### config.mk
export PLATFORM = sky130hd
export DESIGN_NAME = sar_serial_emu
export DESIGN_NICKNAME = d
export VERILOG_FILES = /design/src/rtl/sar_emu_pkg.sv /design/src/rtl/sar_sync.sv /design/src/rtl/sar_edge.sv /design/src/rtl/sar_frame.sv /design/src/rtl/sar_serial_emu.sv
export SDC_FILE = /design/constraint.sdc
export NUM_CORES = 1
export LEC_CHECK = 0
export CAP_MARGIN = 15
export CORE_UTILIZATION = 54
export DETAILED_ROUTE_END_ITERATION = 16
export PLACE_DENSITY = 0.84
export SLEW_MARGIN = 20
export SYNTH_ARGS = -nofsm -noshare
export SYNTH_HDL_FRONTEND = slang
export SYNTH_SLANG_ARGS = --single-unit
### constraint.sdc
create_clock -name clk_i -period 2.1 [get_ports clk_i]
set_input_delay 0.21 -clock clk_i [delete_from_list [all_inputs] [get_ports clk_i]]
set_output_delay 0.21 -clock clk_i [all_outputs]
set_load 0.005 [all_outputs]
### src/rtl/sar_emu_pkg.sv
package sar_emu_pkg;
  localparam int unsigned FRAME_LEN  = 16;
  localparam int unsigned LEAD_ZEROS = 2;
  localparam int unsigned RES_HI     = 12;
  localparam int unsigned RES_LO     = 10;
  localparam int unsigned CNT_W      = $clog2(FRAME_LEN + 1);

  typedef logic [CNT_W-1:0]     cnt_t;
  typedef logic [FRAME_LEN-1:0] frame_t;

  function automatic cnt_t need_clks(logic lo);
    return lo ? cnt_t'(LEAD_ZEROS + RES_LO) : cnt_t'(LEAD_ZEROS + RES_HI);
  endfunction

  function automatic frame_t build_frame(logic [RES_HI-1:0] s, logic lo);
    frame_t f;
    f = '0;
    if (lo) f[FRAME_LEN-LEAD_ZEROS-1 -: RES_LO] = s[RES_LO-1:0];
    else    f[FRAME_LEN-LEAD_ZEROS-1 -: RES_HI] = s;
    return f;
  endfunction
endpackage

### src/rtl/sar_sync.sv
module sar_sync #(
  parameter int unsigned     W       = 1,
  parameter int unsigned     STAGES  = 2,
  parameter logic [W-1:0]    RST_VAL = '0
) (
  input  logic         clk_i,
  input  logic         rst_ni,
  input  logic [W-1:0] d_i,
  output logic [W-1:0] q_o
);
  logic [STAGES-1:0][W-1:0] pipe_q;

  always_ff @(posedge clk_i or negedge rst_ni) begin
    if (!rst_ni) pipe_q <= {STAGES{RST_VAL}};
    else         pipe_q <= {pipe_q[STAGES-2:0], d_i};
  end

  assign q_o = pipe_q[STAGES-1];
endmodule

### src/rtl/sar_edge.sv
module sar_edge #(
  parameter int unsigned  W       = 1,
  parameter logic [W-1:0] RST_VAL = '0
) (
  input  logic         clk_i,
  input  logic         rst_ni,
  input  logic [W-1:0] d_i,
  output logic [W-1:0] rise_o,
  output logic [W-1:0] fall_o
);
  logic [W-1:0] prev_q;

  always_ff @(posedge clk_i or negedge rst_ni) begin
    if (!rst_ni) prev_q <= RST_VAL;
    else         prev_q <= d_i;
  end

  assign rise_o = d_i & ~prev_q;
  assign fall_o = ~d_i & prev_q;
endmodule

### src/rtl/sar_frame.sv
module sar_frame
  import sar_emu_pkg::*;
(
  input  logic              clk_i,
  input  logic              rst_ni,
  input  logic              cs_fall_i,
  input  logic              cs_rise_i,
  input  logic              sclk_fall_i,
  input  logic              sclk_rise_i,
  input  logic [RES_HI-1:0] sample_i,
  input  logic              res10_i,
  output logic              sdo_o,
  output logic              sdo_oe_o,
  output logic              track_o,
  output logic              abort_o
);
  frame_t shreg_q;
  cnt_t   cnt_q;
  logic   in_frame_q, oe_q, track_q, abort_q, res10_q;
  cnt_t   need;

  assign need = need_clks(res10_q);

  always_ff @(posedge clk_i or negedge rst_ni) begin
    if (!rst_ni) begin
      shreg_q    <= '0;
      cnt_q      <= '0;
      in_frame_q <= 1'b0;
      oe_q       <= 1'b0;
      track_q    <= 1'b1;
      abort_q    <= 1'b0;
      res10_q    <= 1'b0;
    end else if (cs_rise_i) begin
      if (in_frame_q && cnt_q < need) abort_q <= 1'b1;
      in_frame_q <= 1'b0;
      oe_q       <= 1'b0;
      track_q    <= 1'b1;
      shreg_q    <= '0;  // held sample dropped
    end else if (cs_fall_i) begin
      shreg_q    <= build_frame(sample_i, res10_i);
      res10_q    <= res10_i;
      cnt_q      <= '0;
      in_frame_q <= 1'b1;
      oe_q       <= 1'b1;
      track_q    <= 1'b0;
      abort_q    <= 1'b0;
    end else if (in_frame_q) begin
      if (sclk_fall_i && cnt_q < cnt_t'(FRAME_LEN)) begin
        cnt_q   <= cnt_q + 1'b1;
        shreg_q <= shreg_q << 1;
        if (cnt_q == cnt_t'(FRAME_LEN - 1)) oe_q <= 1'b0;
      end
      if (sclk_rise_i && !track_q && cnt_q >= need - 1'b1) track_q <= 1'b1;
    end
  end

  assign sdo_o    = shreg_q[FRAME_LEN-1] & oe_q;
  assign sdo_oe_o = oe_q;
  assign track_o  = track_q;
  assign abort_o  = abort_q;
endmodule

### src/rtl/sar_serial_emu.sv
module sar_serial_emu
  import sar_emu_pkg::*;
#(
  parameter int unsigned SYNC_STAGES = 2
) (
  input  logic              clk_i,
  input  logic              rst_ni,
  input  logic              cs_ni,
  input  logic              sclk_i,
  input  logic [RES_HI-1:0] sample_i,
  input  logic              res10_i,
  output logic              sdo_o,
  output logic              sdo_oe_o,
  output logic              track_o,
  output logic              abort_o
);
  logic [1:0] pins_s, rise, fall;

  // bit 1: chip select, bit 0: serial clock; both idle high
  sar_sync #(.W(2), .STAGES(SYNC_STAGES), .RST_VAL(2'b11)) u_sync (
    .clk_i (clk_i),
    .rst_ni(rst_ni),
    .d_i   ({cs_ni, sclk_i}),
    .q_o   (pins_s)
  );

  sar_edge #(.W(2), .RST_VAL(2'b11)) u_edge (
    .clk_i (clk_i),
    .rst_ni(rst_ni),
    .d_i   (pins_s),
    .rise_o(rise),
    .fall_o(fall)
  );

  sar_frame u_frame (
    .clk_i      (clk_i),
    .rst_ni     (rst_ni),
    .cs_fall_i  (fall[1]),
    .cs_rise_i  (rise[1]),
    .sclk_fall_i(fall[0]),
    .sclk_rise_i(rise[0]),
    .sample_i   (sample_i),
    .res10_i    (res10_i),
    .sdo_o      (sdo_o),
    .sdo_oe_o   (sdo_oe_o),
    .track_o    (track_o),
    .abort_o    (abort_o)
  );
endmodule

==> results of run 1 <==
area by class of cell:
class                      count  area share [%]
clock buffer                   6           2.234
clock inverter                 2          0.5416
inverter                       9           1.828
multi-input combinational    112           39.88
sequential                    30           41.10
tap                           31           2.099
timing repair buffer          22           12.32
cells by family (layout without fill, tap and decap cells):
group / count (synthesis) / in the layout / share of synthesized area (%)
AO/OA/AOI/OAI: 43 / 43 / 17.30
adder cells (fa/ha/maj): 7 / 7 / 5.529
buffers and inverters: 19 / 39 / 5.529
flip-flops: 30 / 30 / 47.95
multiplexers: 12 / 12 / 7.662
AND/OR/NAND/NOR: 50 / 50 / 16.04
state kept, by name, summed over array words and instances, names as in the netlist:
| signal | flops |
|---|---|
| u_frame.cnt_q | 5 |
| u_sync.pipe_q | 2 |
| u_sync.q_o | 2 |
| u_frame.res10_q | 1 |
| u_frame.abort_o | 1 |
| u_frame.shreg_q | 14 |
| u_frame.sdo_oe_o | 1 |
| u_edge.prev_q | 2 |
| u_frame.track_o | 1 |
| u_frame.in_frame_q | 1 |
synth_stat cells, types with 2 or more instances:
cell type   n  area [um2]
nor2_1      5       18.77
buf_6       2       22.52
clkbuf_1    7       26.28
a31oi_1     2       12.51
nor3_1      3       15.01
o21ai_2    10       87.58
dfrtp_1    23       575.6
inv_1       9       33.78
mux2i_1    11       110.1
o21ai_0    18       90.09
o22ai_1     3       18.77
nand2_1    31       116.4
dfstp_2     7       183.9
nand3b_1    2       15.01
a21oi_1     5       25.02
ha_1        7       87.58
worst max-delay path: stages, from the launching register on:
cell     delay, ns
dfstp_2       0.56
inv_1         0.04
ha_1          0.35
and2_4        0.23
or2_2         0.43
o21ai_2       0.18
layer usage:
metal,wire length (um),part of all wire [%],vias up,global-route usage (%)
met4,63,2.1,0,9.408
met2,1502,49,25,38.44
met5,0,0,-,0
met1,1347,44,578,25.00
li1,-,-,597,-
met3,127,4.2,8,7.907
final timing paths:
path                                        from                 end  cells past startpoint
worst min-delay path                      rst_ni     u_frame.abort_o                      2
min in group clk_i                        sclk_i    u_sync.pipe_q[0]                      1
worst max-delay path               u_sync.q_o[1]  u_frame.shreg_q[5]                      5
max in group asynchronous                 rst_ni    u_sync.pipe_q[1]                      2
worst max register to register     u_sync.q_o[1]  u_frame.shreg_q[5]                      5
worst min register to register  u_sync.pipe_q[0]       u_sync.q_o[0]                      0
through the flow:
stage / util, % / total power [W] / area, um2 / hold slack (ns) / setup slack, ns
CTS: 67.01 / 0.001449 / 1848 / 0.2436 / 0.06761
global placement: 65.15 / 0.001089 / 1797 / 0.3506 / 0.2076
global route: 67.01 / 0.001532 / 1848 / 0.2519 / 0.09233
detailed placement: 65.15 / 0.001115 / 1797 / 0.3475 / 0.1330
floorplan: - / 0.0009890 / 1584 / -0.08559 / 0.3958
finish: 67.01 / 0.001433 / 1848 / 0.2419 / 0.2092
power groups by stage:
stage	clock (W)	sequential [W]	combinational, W
after floorplan	0	0.000743	0.000246
after global placement	0	0.000757	0.000333
after detailed placement	0	0.000763	0.000352
after CTS	0.000341	0.000751	0.000356
after global routing	0.000363	0.000765	0.000404
final	0.000326	0.000753	0.000354
==> results.env, run 1 <==
RUN_STATUS='finished, final reports clean'
INTERNAL_POWER_W=0.0009757
ENDPOINT_KIND='flip-flop'
COUNT_OF_WARNINGS_EMITTED_BY_YOSYS=0
PORT-BUFFER-COUNT=20
CLOCK_TREE.BUFFER_DEPTH=2
LAYOUT.CELLS.MOST_COMMON_LIST='nand2_1, dfrtp_1, clkdlybuf4s50_1'
VIAS_PER_CELL=5.698
CTS_TREE='done'
DETAILROUTE.VIA_COUNT=1208
DIE_AREA_UM2=3154
SYN_INST=161
CLOCK-SKEW-FINAL_NS=0.01495
SHARE_SEQ_OF_TOTAL_POWER_PCT=52.5
CLKTRANSATPATHREGS_NS=0.10
SYN-CELL-AREA_UM2=1584
DIEWIDTH_UM=56.16
CORE-AREA_UM2=2758
ROUTE.ANTENNA.REMAINING_NETS=0
TIMING.FINAL.CRIT_SHARE_PCT=90.04
START_KIND='flip-flop'
DIODE_INSERTION_COUNT_FOR_ANTENNA_REPAIR=0
INSERTION_DELAY_NS=0.34
MAPPEDNETLISTNETS=185
FIRST_PASS_ITERS=4
FLOORPLAN.INITIALDENSITY_PCT=57.44
CP_DATA_ARRIVAL_TIME_NS=2.15
HOLD_CLASS='input pin to async pin'
ENDPOINT_REQUIRED_TIME_ON_THE_CRITICAL_PATH_NS=2.35
TOP_LEVEL_PORTS=21
GRT_FIRST_PASS_WIRELENGTH_UM=5292
HPWLAFTERDP_UM=2204
P_LEAK_nW=0.8180
POST-CTS-SETUP-BUFFERS=0
GRT_MAX_DEGREE=31
DRT-INITIAL-DRC-COUNT=29
SHARE_COMB_OF_TOTAL_POWER_PCT=24.7
SYNTH-EDFF-COUNT=0
VDD.IR_DROP.WORST_mV=0.5098
DOMINANTREGCELLSYNTH='dfrtp_1'
NUMBER_OF_BUFFERS_CREATED_BY_CTS=5
R2R_SETUP_SLACK_NS=0.21
CRITPATHMAXFANOUT=19
POWERDENSITY_nW_PER_UM2=775.6
TOTAL_GRT_OVERFLOW=0
FP-ROW-COUNT=19
SYNTHESIS.AREA_PER_INSTANCE_UM2=9.839
ANTENNA_FOUND_INITIAL=0
FINAL_PERIOD_MINUS_WORST_SETUP_SLACK_NS=1.891
DRC=0
MAX-CAP-VIOLATIONS=0
FINAL_LAYOUT_SIZE_SUFFIX_GT1_SHARE_PCT=17.13
CTS.REPAIR.RESIZED=0
P_SWITCHING_W=0.0004577
GRT_PASS1_VIAS=1198
SWITCHING_SHARE_PCT=31.93
FILLERS=236
GRT_SETUP_UNREPAIRED='no'
FINAL_STANDARD_CELL_COUNT_WITH_TAPS_INCLUDED_AND_FILLERS_EXCLUDED=212
MULTIINPUTGATEAREA_UM2=737.0
SYNTHDISTINCTLIBCELLS=32
DPL.CELL_COUNT=204
CLOCK_POWER_SHARE_PCT=22.8
WORSTSETUPPATHTYPE='flip-flop to flip-flop'
FINALSETUPVIOLATIONS=0
ACHIEVABLE-FREQUENCY_GHz=0.5289
SYNTH_SEQ_CELLS=30
GP_CONGESTION=0.7814
SEQ_AREA_FRAC_SYNTH_PCT=47.95
CTSHTREEMAXLEVEL=2
HOLDBUFCOUNTCTS=0
SYNTHARSTFLOPSHARE_PCT=100.0
AREA_DELTA_SYNTH_FINAL_PCT=16.67
GLOBAL_ROUTE.USAGE.TOTAL_PCT=22.35
FIN_TNS_SETUP_NS=0
NORMALIZED_MAX_SLEW_MARGIN_PCT=54.52
SEQCELLAREA_UM2=759.5
TOTAL_NUMBER_OF_CLOCK_TREE_SINKS=30
WORSTMARGINPINSLEW_NS=0.6801
WIRE_PER_INST_UM=14.34
MAXSLEWVIOLCOUNT=0
FINAL_HOLD_VIOL_COUNT=0
MOST_FREQUENT_STANDARD_CELL_IN_THE_LAYOUT_EXCLUDING_FILL_AND_TAP_CELLS='nand2_1'
POSTROUTEWIRELENGTH_UM=3041
FINALNETCOUNT=204
CTS.ROOT.BUFFER_CELL='clkbuf_4'
DIE_EXTENT_IN_Y_UM=56.16
Note: power is estimated with default switching activity, not from simulation.
==> run 2: changes to the inputs <==
--- a/config.mk
+++ b/config.mk
@@ -6,6 +6,7 @@
 export NUM_CORES = 1
 export LEC_CHECK = 0
 export CAP_MARGIN = 15
+export CORE_MARGIN = 4
 export CORE_UTILIZATION = 54
 export DETAILED_ROUTE_END_ITERATION = 16
 export PLACE_DENSITY = 0.84
==> results.env, run 2 (synthesized netlist as in run 1, its figures left out) <==
NUMBER_OF_BUFFERS_CREATED_BY_CTS=5  # unchanged
HPWLAFTERDP_UM=2329  # was 2204 um
DIODE_INSERTION_COUNT_FOR_ANTENNA_REPAIR=0  # unchanged
GLOBAL_ROUTE.USAGE.TOTAL_PCT=18.14  # was 22.35%
FIN_TNS_SETUP_NS=0  # unchanged
GRT_MAX_DEGREE=31  # unchanged
GRT_SETUP_UNREPAIRED='no'  # unchanged
REGMOSTFLOPS='u_frame.shreg_q'  # unchanged
INTERNAL_POWER_W=0.001250  # was 0.0009757 W
NORMALIZED_MAX_SLEW_MARGIN_PCT=56.35  # was 54.52%
AREA_DELTA_SYNTH_FINAL_PCT=20.14  # was 16.67%
WORSTSETUPPATHTYPE='flip-flop to flip-flop'  # unchanged
DRT-INITIAL-DRC-COUNT=73  # was 29
FIRST_PASS_ITERS=4  # unchanged
ENDPOINT_REQUIRED_TIME_ON_THE_CRITICAL_PATH_NS=2.37  # was 2.35 ns
CP_DATA_ARRIVAL_TIME_NS=2.15  # about the same
INSERTION_DELAY_NS=0.34  # about the same
FINALNETCOUNT=205  # was 204
TOTALPOWERFINAL_W=0.001717  # was 0.001433 W
CLOCK-SKEW-FINAL_NS=0.009838  # was 0.01495 ns
DIE_AREA_UM2=3864  # was 3154 um2
HOLDBUFCOUNTCTS=0  # unchanged
POSTROUTEWIRELENGTH_UM=3170  # was 3041 um
ROUTE.ANTENNA.REMAINING_NETS=0  # unchanged
FP-ROW-COUNT=19  # unchanged
CTS_TREE='done'  # unchanged
POWERDENSITY_nW_PER_UM2=902.5  # was 775.6 nW/um2
HOLD_CLASS='input pin to async pin'  # unchanged
CLOCK_POWER_SHARE_PCT=35.6  # was 22.8%
GRT_PASS1_VIAS=1239  # was 1198
DIEWIDTH_UM=62.16  # was 56.16 um
GRT_FIRST_PASS_WIRELENGTH_UM=5561  # was 5292 um
P_LEAK_nW=0.8459  # was 0.8180 nW
VIAS_PER_CELL=5.742  # was 5.698
TOP_FLOP_REGS='u_frame.shreg_q: 14 flops, u_frame.cnt_q: 5 flops'  # unchanged
MOST_FREQUENT_STANDARD_CELL_IN_THE_LAYOUT_EXCLUDING_FILL_AND_TAP_CELLS='nand2_1'  # unchanged
DIE_EXTENT_IN_Y_UM=62.16  # was 56.16 um
WIRE_PER_INST_UM=14.88  # was 14.34 um
RUN_STATUS='finished, final reports clean'  # unchanged
FINAL_LAYOUT_SIZE_SUFFIX_GT1_SHARE_PCT=18.13  # was 17.13%
MAX-CAP-VIOLATIONS=0  # unchanged
VDD.IR_DROP.WORST_mV=0.6892  # was 0.5098 mV
ACHIEVABLE-FREQUENCY_GHz=0.5305  # was 0.5289 GHz
LAYOUT.CELLS.MOST_COMMON_LIST='nand2_1, dfrtp_1, clkdlybuf4s50_1'  # unchanged
CLKTRANSATPATHREGS_NS=0.10  # about the same
MAXSLEWVIOLCOUNT=0  # unchanged
FINAL_HOLD_VIOL_COUNT=0  # unchanged
CTS.ROOT.BUFFER_CELL='clkbuf_4'  # unchanged
START_KIND='flip-flop'  # unchanged
PORT-BUFFER-COUNT=20  # unchanged
TOP_LEVEL_PORTS=21  # unchanged
ANTENNA_FOUND_INITIAL=0  # unchanged
DETAILROUTE.VIA_COUNT=1223  # was 1208
FINAL_PERIOD_MINUS_WORST_SETUP_SLACK_NS=1.885  # was 1.891 ns
LARGEST_REGISTER_FF_COUNT=14  # unchanged
SHARE_SEQ_OF_TOTAL_POWER_PCT=44.0  # was 52.5%
TOTAL_GRT_OVERFLOW=0  # unchanged
CORE-AREA_UM2=2781  # was 2758 um2
WORSTMARGINPINSLEW_NS=0.6527  # was 0.6801 ns
TOTAL_NUMBER_OF_CLOCK_TREE_SINKS=30  # unchanged
FINALSETUPVIOLATIONS=0  # unchanged
FLOORPLAN.INITIALDENSITY_PCT=56.95  # was 57.44%
GP_CONGESTION=0.8731  # was 0.7814
SWITCHING_SHARE_PCT=27.22  # was 31.93%
DRC=0  # unchanged
SHARE_COMB_OF_TOTAL_POWER_PCT=20.3  # was 24.7%
ENDPOINT_KIND='flip-flop'  # unchanged
P_SWITCHING_W=0.0004674  # was 0.0004577 W
TIMING.FINAL.CRIT_SHARE_PCT=89.76  # was 90.04%
CTSHTREEMAXLEVEL=2  # unchanged
CRITPATHMAXFANOUT=19  # unchanged
CLOCK_TREE.BUFFER_DEPTH=2  # unchanged
==> run 2: changes by cell type in the layout (fill, tap and decap cells not counted) <==
cell | previous run | this run
buf_4 | 1 | 3
buf_12 | 1 | 0
clkbuf_8 | 0 | 1
clkbuf_1 | 1 | 0
bufinv_16 | 0 | 2
clkinv_2 | 2 | 0
==> run 2: timing repair <==
action,CTS,global route
hold endpoints to repair,0,0
gates resized for setup,0,1
setup endpoints to repair,0,10
buffers inserted,0,0
==> run 2: critical path, stage by stage, from the launching register on <==
cell,delay [ns]
dfstp_2,0.56
inv_1,0.05
ha_1,0.36
and2_4,0.23
or2_2,0.43
o21ai_2,0.18
==> run 2: final timing paths <==
kind / from / end / slack [ns] / cells past startpoint
max reg2reg: u_sync.q_o[1] / u_frame.shreg_q[9] / 0.22 / 5
max: u_sync.q_o[1] / u_frame.shreg_q[9] / 0.22 / 5
max in group asynchronous: rst_ni / u_sync.pipe_q[0] / 1.53 / 2
min in group clk_i: cs_ni / u_sync.pipe_q[1] / 0.27 / 1
min: rst_ni / u_frame.in_frame_q / 0.25 / 2
min reg2reg: u_sync.pipe_q[0] / u_sync.q_o[0] / 0.36 / 0
==> run 2: cell type report <==
cell class | instances | area, um2
sequential | 30 | 759.5
inverter | 9 | 33.78
timing repair buffer | 23 | 222.7
multi-input combinational | 112 | 737.0
tap | 31 | 38.79
clock inverter | 2 | 60.06
fill | 219 | 878.3
clock buffer | 6 | 51.30
==> run 2: power groups by stage <==
stage | combinational [W] | sequential, W | clock, W
2_1_floorplan | 0.000246 | 0.000743 | 0
3_3_place_gp | 0.000331 | 0.000757 | 0
3_5_place_dp | 0.000350 | 0.000766 | 0
4_1_cts | 0.000353 | 0.000755 | 0.000626
5_1_grt | 0.000398 | 0.000769 | 0.000658
6_report | 0.000349 | 0.000756 | 0.000612
==> run 2: metrics by stage <==
stage	setup slack (ns)	hold slack [ns]	instance area, um2	instances	utilization (%)
floorplan	0.3958	-0.08559	1584	161	-
global placement	0.2134	0.3483	1792	205	64.42
detailed placement	0.1031	0.3557	1792	205	64.42
CTS	0.05479	0.2383	1903	213	68.42
global route	0.1072	0.2390	1903	213	68.42
finish	0.2151	0.2454	1903	213	68.42
==> run 2: routing by layer <==
layer | global-route usage [%] | wire (um) | vias up
met5 | 0 | 0 | -
met4 | 8.401 | 57 | 0
met3 | 7.027 | 186 | 6
met2 | 29.27 | 1581 | 33
met1 | 21.02 | 1345 | 588
li1 | - | - | 596
==> run 3: changes to the inputs <==
--- a/config.mk
+++ b/config.mk
@@ -8,6 +8,7 @@
 export CAP_MARGIN = 15
 export CORE_MARGIN = 4
 export CORE_UTILIZATION = 54
+export CTS_BUF_LIST = sky130_fd_sc_hd__clkbuf_8 sky130_fd_sc_hd__clkbuf_16
 export DETAILED_ROUTE_END_ITERATION = 16
 export PLACE_DENSITY = 0.84
 export SLEW_MARGIN = 20
==> constraint.sdc (replaced) <==
create_clock -name clk_i -period 2.1 [get_ports clk_i]
set_input_delay 0.21 -clock clk_i [delete_from_list [all_inputs] [get_ports clk_i]]
set_output_delay 0.21 -clock clk_i [all_outputs]
set_load 0.02 [all_outputs]
==> results.env, run 3 (synthesized netlist as in run 1, its figures left out) <==
RUN_STATUS='finished, final reports clean'  # unchanged
POST-CTS-SETUP-BUFFERS=0  # unchanged
START_KIND='flip-flop'  # unchanged
FINAL_HOLD_VIOL_COUNT=0  # unchanged
CRIT_PATH_CELL_TRACE='inv_1 > ha_1 > and2_4 > or2_2 > o21ai_2'  # unchanged
VDD.IR_DROP.WORST_mV=0.7051  # was 0.6892 mV
FINAL_PERIOD_MINUS_WORST_SETUP_SLACK_NS=1.867  # was 1.885 ns
NORMALIZED_MAX_SLEW_MARGIN_PCT=56.03  # was 56.35%
FIRST_PASS_ITERS=4  # unchanged
ROUTE.ANTENNA.REMAINING_NETS=0  # unchanged
P_LEAK_nW=0.8589  # was 0.8459 nW
TOP_FLOP_REGS='u_frame.shreg_q: 14 flops, u_frame.cnt_q: 5 flops'  # unchanged
TOP_LEVEL_PORTS=21  # unchanged
TOTAL_NUMBER_OF_CLOCK_TREE_SINKS=30  # unchanged
GRT_FIRST_PASS_WIRELENGTH_UM=5485  # was 5561 um
GRT_MAX_DEGREE=31  # unchanged
GRT_PASS1_VIAS=1193  # was 1239
DPL-INSTANCE-AREA_UM2=1792  # unchanged
HPWLAFTERDP_UM=2329  # unchanged
POSTROUTEWIRELENGTH_UM=3159  # was 3170 um
CLKTRANSATPATHREGS_NS=0.07  # was 0.10 ns
CRIT_PATH_TOP_DELAY_CELL='dfstp_2'  # unchanged
DIODE_INSERTION_COUNT_FOR_ANTENNA_REPAIR=0  # unchanged
LARGEST_REGISTER_FF_COUNT=14  # unchanged
POST-ROUTE-UTIL_PCT=69.55  # was 68.42%
CRIT_FAMILY='simple AND/OR/NAND/NOR gates'  # unchanged
FINALSETUPVIOLATIONS=0  # unchanged
WORSTSETUPPATHTYPE='flip-flop to flip-flop'  # unchanged
FINALNETCOUNT=205  # unchanged
LAYOUT.CELLS.MOST_COMMON_LIST='nand2_1, dfrtp_1, clkdlybuf4s50_1'  # unchanged
TIMING.FINAL.CRIT_SHARE_PCT=88.91  # was 89.76%
CORE-AREA_UM2=2781  # unchanged
GLOBAL_ROUTE.USAGE.TOTAL_PCT=17.95  # was 18.14%
ENDPOINT_KIND='flip-flop'  # unchanged
DIEWIDTH_UM=62.16  # unchanged
PORT-BUFFER-COUNT=20  # unchanged
VIAS_PER_CELL=5.624  # was 5.742
ANTENNA_FOUND_INITIAL=0  # unchanged
AREA_DELTA_SYNTH_FINAL_PCT=22.12  # was 20.14%
CRITPATHMAXFANOUT=19  # unchanged
NUMBER_OF_BUFFERS_CREATED_BY_CTS=5  # unchanged
INSERTION_DELAY_NS=0.29  # was 0.34 ns
DRT-INITIAL-DRC-COUNT=50  # was 73
FP-ROW-COUNT=19  # unchanged
DRC=0  # unchanged
FIN_TNS_SETUP_NS=0  # unchanged
TOTAL_GRT_OVERFLOW=0  # unchanged
FLOORPLAN.INITIALDENSITY_PCT=56.95  # unchanged
TOTALPOWERFINAL_W=0.001849  # was 0.001717 W
WIRE_PER_INST_UM=14.83  # was 14.88 um
LAYOUT.CELL_AREA.NON_FILLER_UM2=1934  # was 1903 um2
ENDPOINT_REQUIRED_TIME_ON_THE_CRITICAL_PATH_NS=2.31  # was 2.37 ns
CTSHTREEMAXLEVEL=2  # unchanged
MOST_FREQUENT_STANDARD_CELL_IN_THE_LAYOUT_EXCLUDING_FILL_AND_TAP_CELLS='nand2_1'  # unchanged
CPPEAKSTAGEDELAY_NS=0.54  # was 0.56 ns
FINAL_LAYOUT_SIZE_SUFFIX_GT1_SHARE_PCT=18.13  # unchanged
MAXSLEWVIOLCOUNT=0  # unchanged
DIE_EXTENT_IN_Y_UM=62.16  # unchanged
POWERDENSITY_nW_PER_UM2=955.9  # was 902.5 nW/um2
CTS.REPAIR.RESIZED=0  # unchanged
CLOCK-SKEW-FINAL_NS=0.007590  # was 0.009838 ns
HOLDBUFCOUNTCTS=0  # unchanged
REGMOSTFLOPS='u_frame.shreg_q'  # unchanged
CTS.ROOT.BUFFER_CELL='clkbuf_8'  # was clkbuf_4
CRITICAL_PATH.N_BUFFERS_INVERTERS=1  # unchanged
CTS_TREE='done'  # unchanged
GRT_SETUP_UNREPAIRED='no'  # unchanged
CLOCK_TREE.BUFFER_DEPTH=2  # unchanged
DIE_AREA_UM2=3864  # unchanged
WORSTMARGINPINSLEW_NS=0.6575  # was 0.6527 ns
HOLD_CLASS='input pin to async pin'  # unchanged
GP_CONGESTION=0.8731  # unchanged
CP_DATA_ARRIVAL_TIME_NS=2.08  # was 2.15 ns
ACHIEVABLE-FREQUENCY_GHz=0.5356  # was 0.5305 GHz
DETAILROUTE.VIA_COUNT=1198  # was 1223
MAX-CAP-VIOLATIONS=0  # unchanged
[run 3: cell count changes in the layout (fill, tap and decap cells not counted)]
cell,delta
clkbuf_4,-5
clkbuf_8,+5
[run 3: layout make-up]
cell class / instances / area (um2)
Clock buffer: 6 / 82.58
Clock inverter: 2 / 60.06
Fill cell: 205 / 847.1
Inverter: 9 / 33.78
Multi-Input combinational cell: 112 / 737.0
Sequential cell: 30 / 759.5
Tap cell: 31 / 38.79
Timing Repair Buffer: 23 / 222.7
[run 3: layer usage]
layer,wire length [um],track usage (%),vias to the layer above
li1,-,-,593
met1,1330,21.81,566
met2,1599,28.76,35
met3,186,5.766,4
met4,42,8.130,0
met5,0,0,-
[run 3: final timing paths]
kind	startpoint	endpoint	slack, ns	cells after the start
worst max-delay path	u_sync.q_o[1]	u_frame.shreg_q[7]	0.23	5
worst min-delay path	rst_ni	u_frame.shreg_q[8]	0.30	2
worst min register to register	u_sync.pipe_q[0]	u_sync.q_o[0]	0.37	0
worst max register to register	u_sync.q_o[1]	u_frame.shreg_q[7]	0.23	5
max in group asynchronous	rst_ni	u_sync.pipe_q[0]	1.48	2
min in group clk_i	cs_ni	u_sync.pipe_q[1]	0.32	1
[run 3: power breakdown]
part           internal (W)  switching (W)  leakage (nW)
logic              0.000170       0.000190         0.415
clock network      0.000506       0.000228        0.0714
registers          0.000678      0.0000776         0.372
[run 3: through the flow]
| step | setup WS [ns] | hold WS, ns | std cells |
|---|---|---|---|
| finish | 0.2328 | 0.3042 | 213 |
| global route | 0.1299 | 0.3075 | 213 |
| CTS | 0.08843 | 0.3076 | 213 |
| detailed placement | 0.1031 | 0.3557 | 205 |
| global placement | 0.2134 | 0.3483 | 205 |
| floorplan | 0.3958 | -0.08559 | 161 |
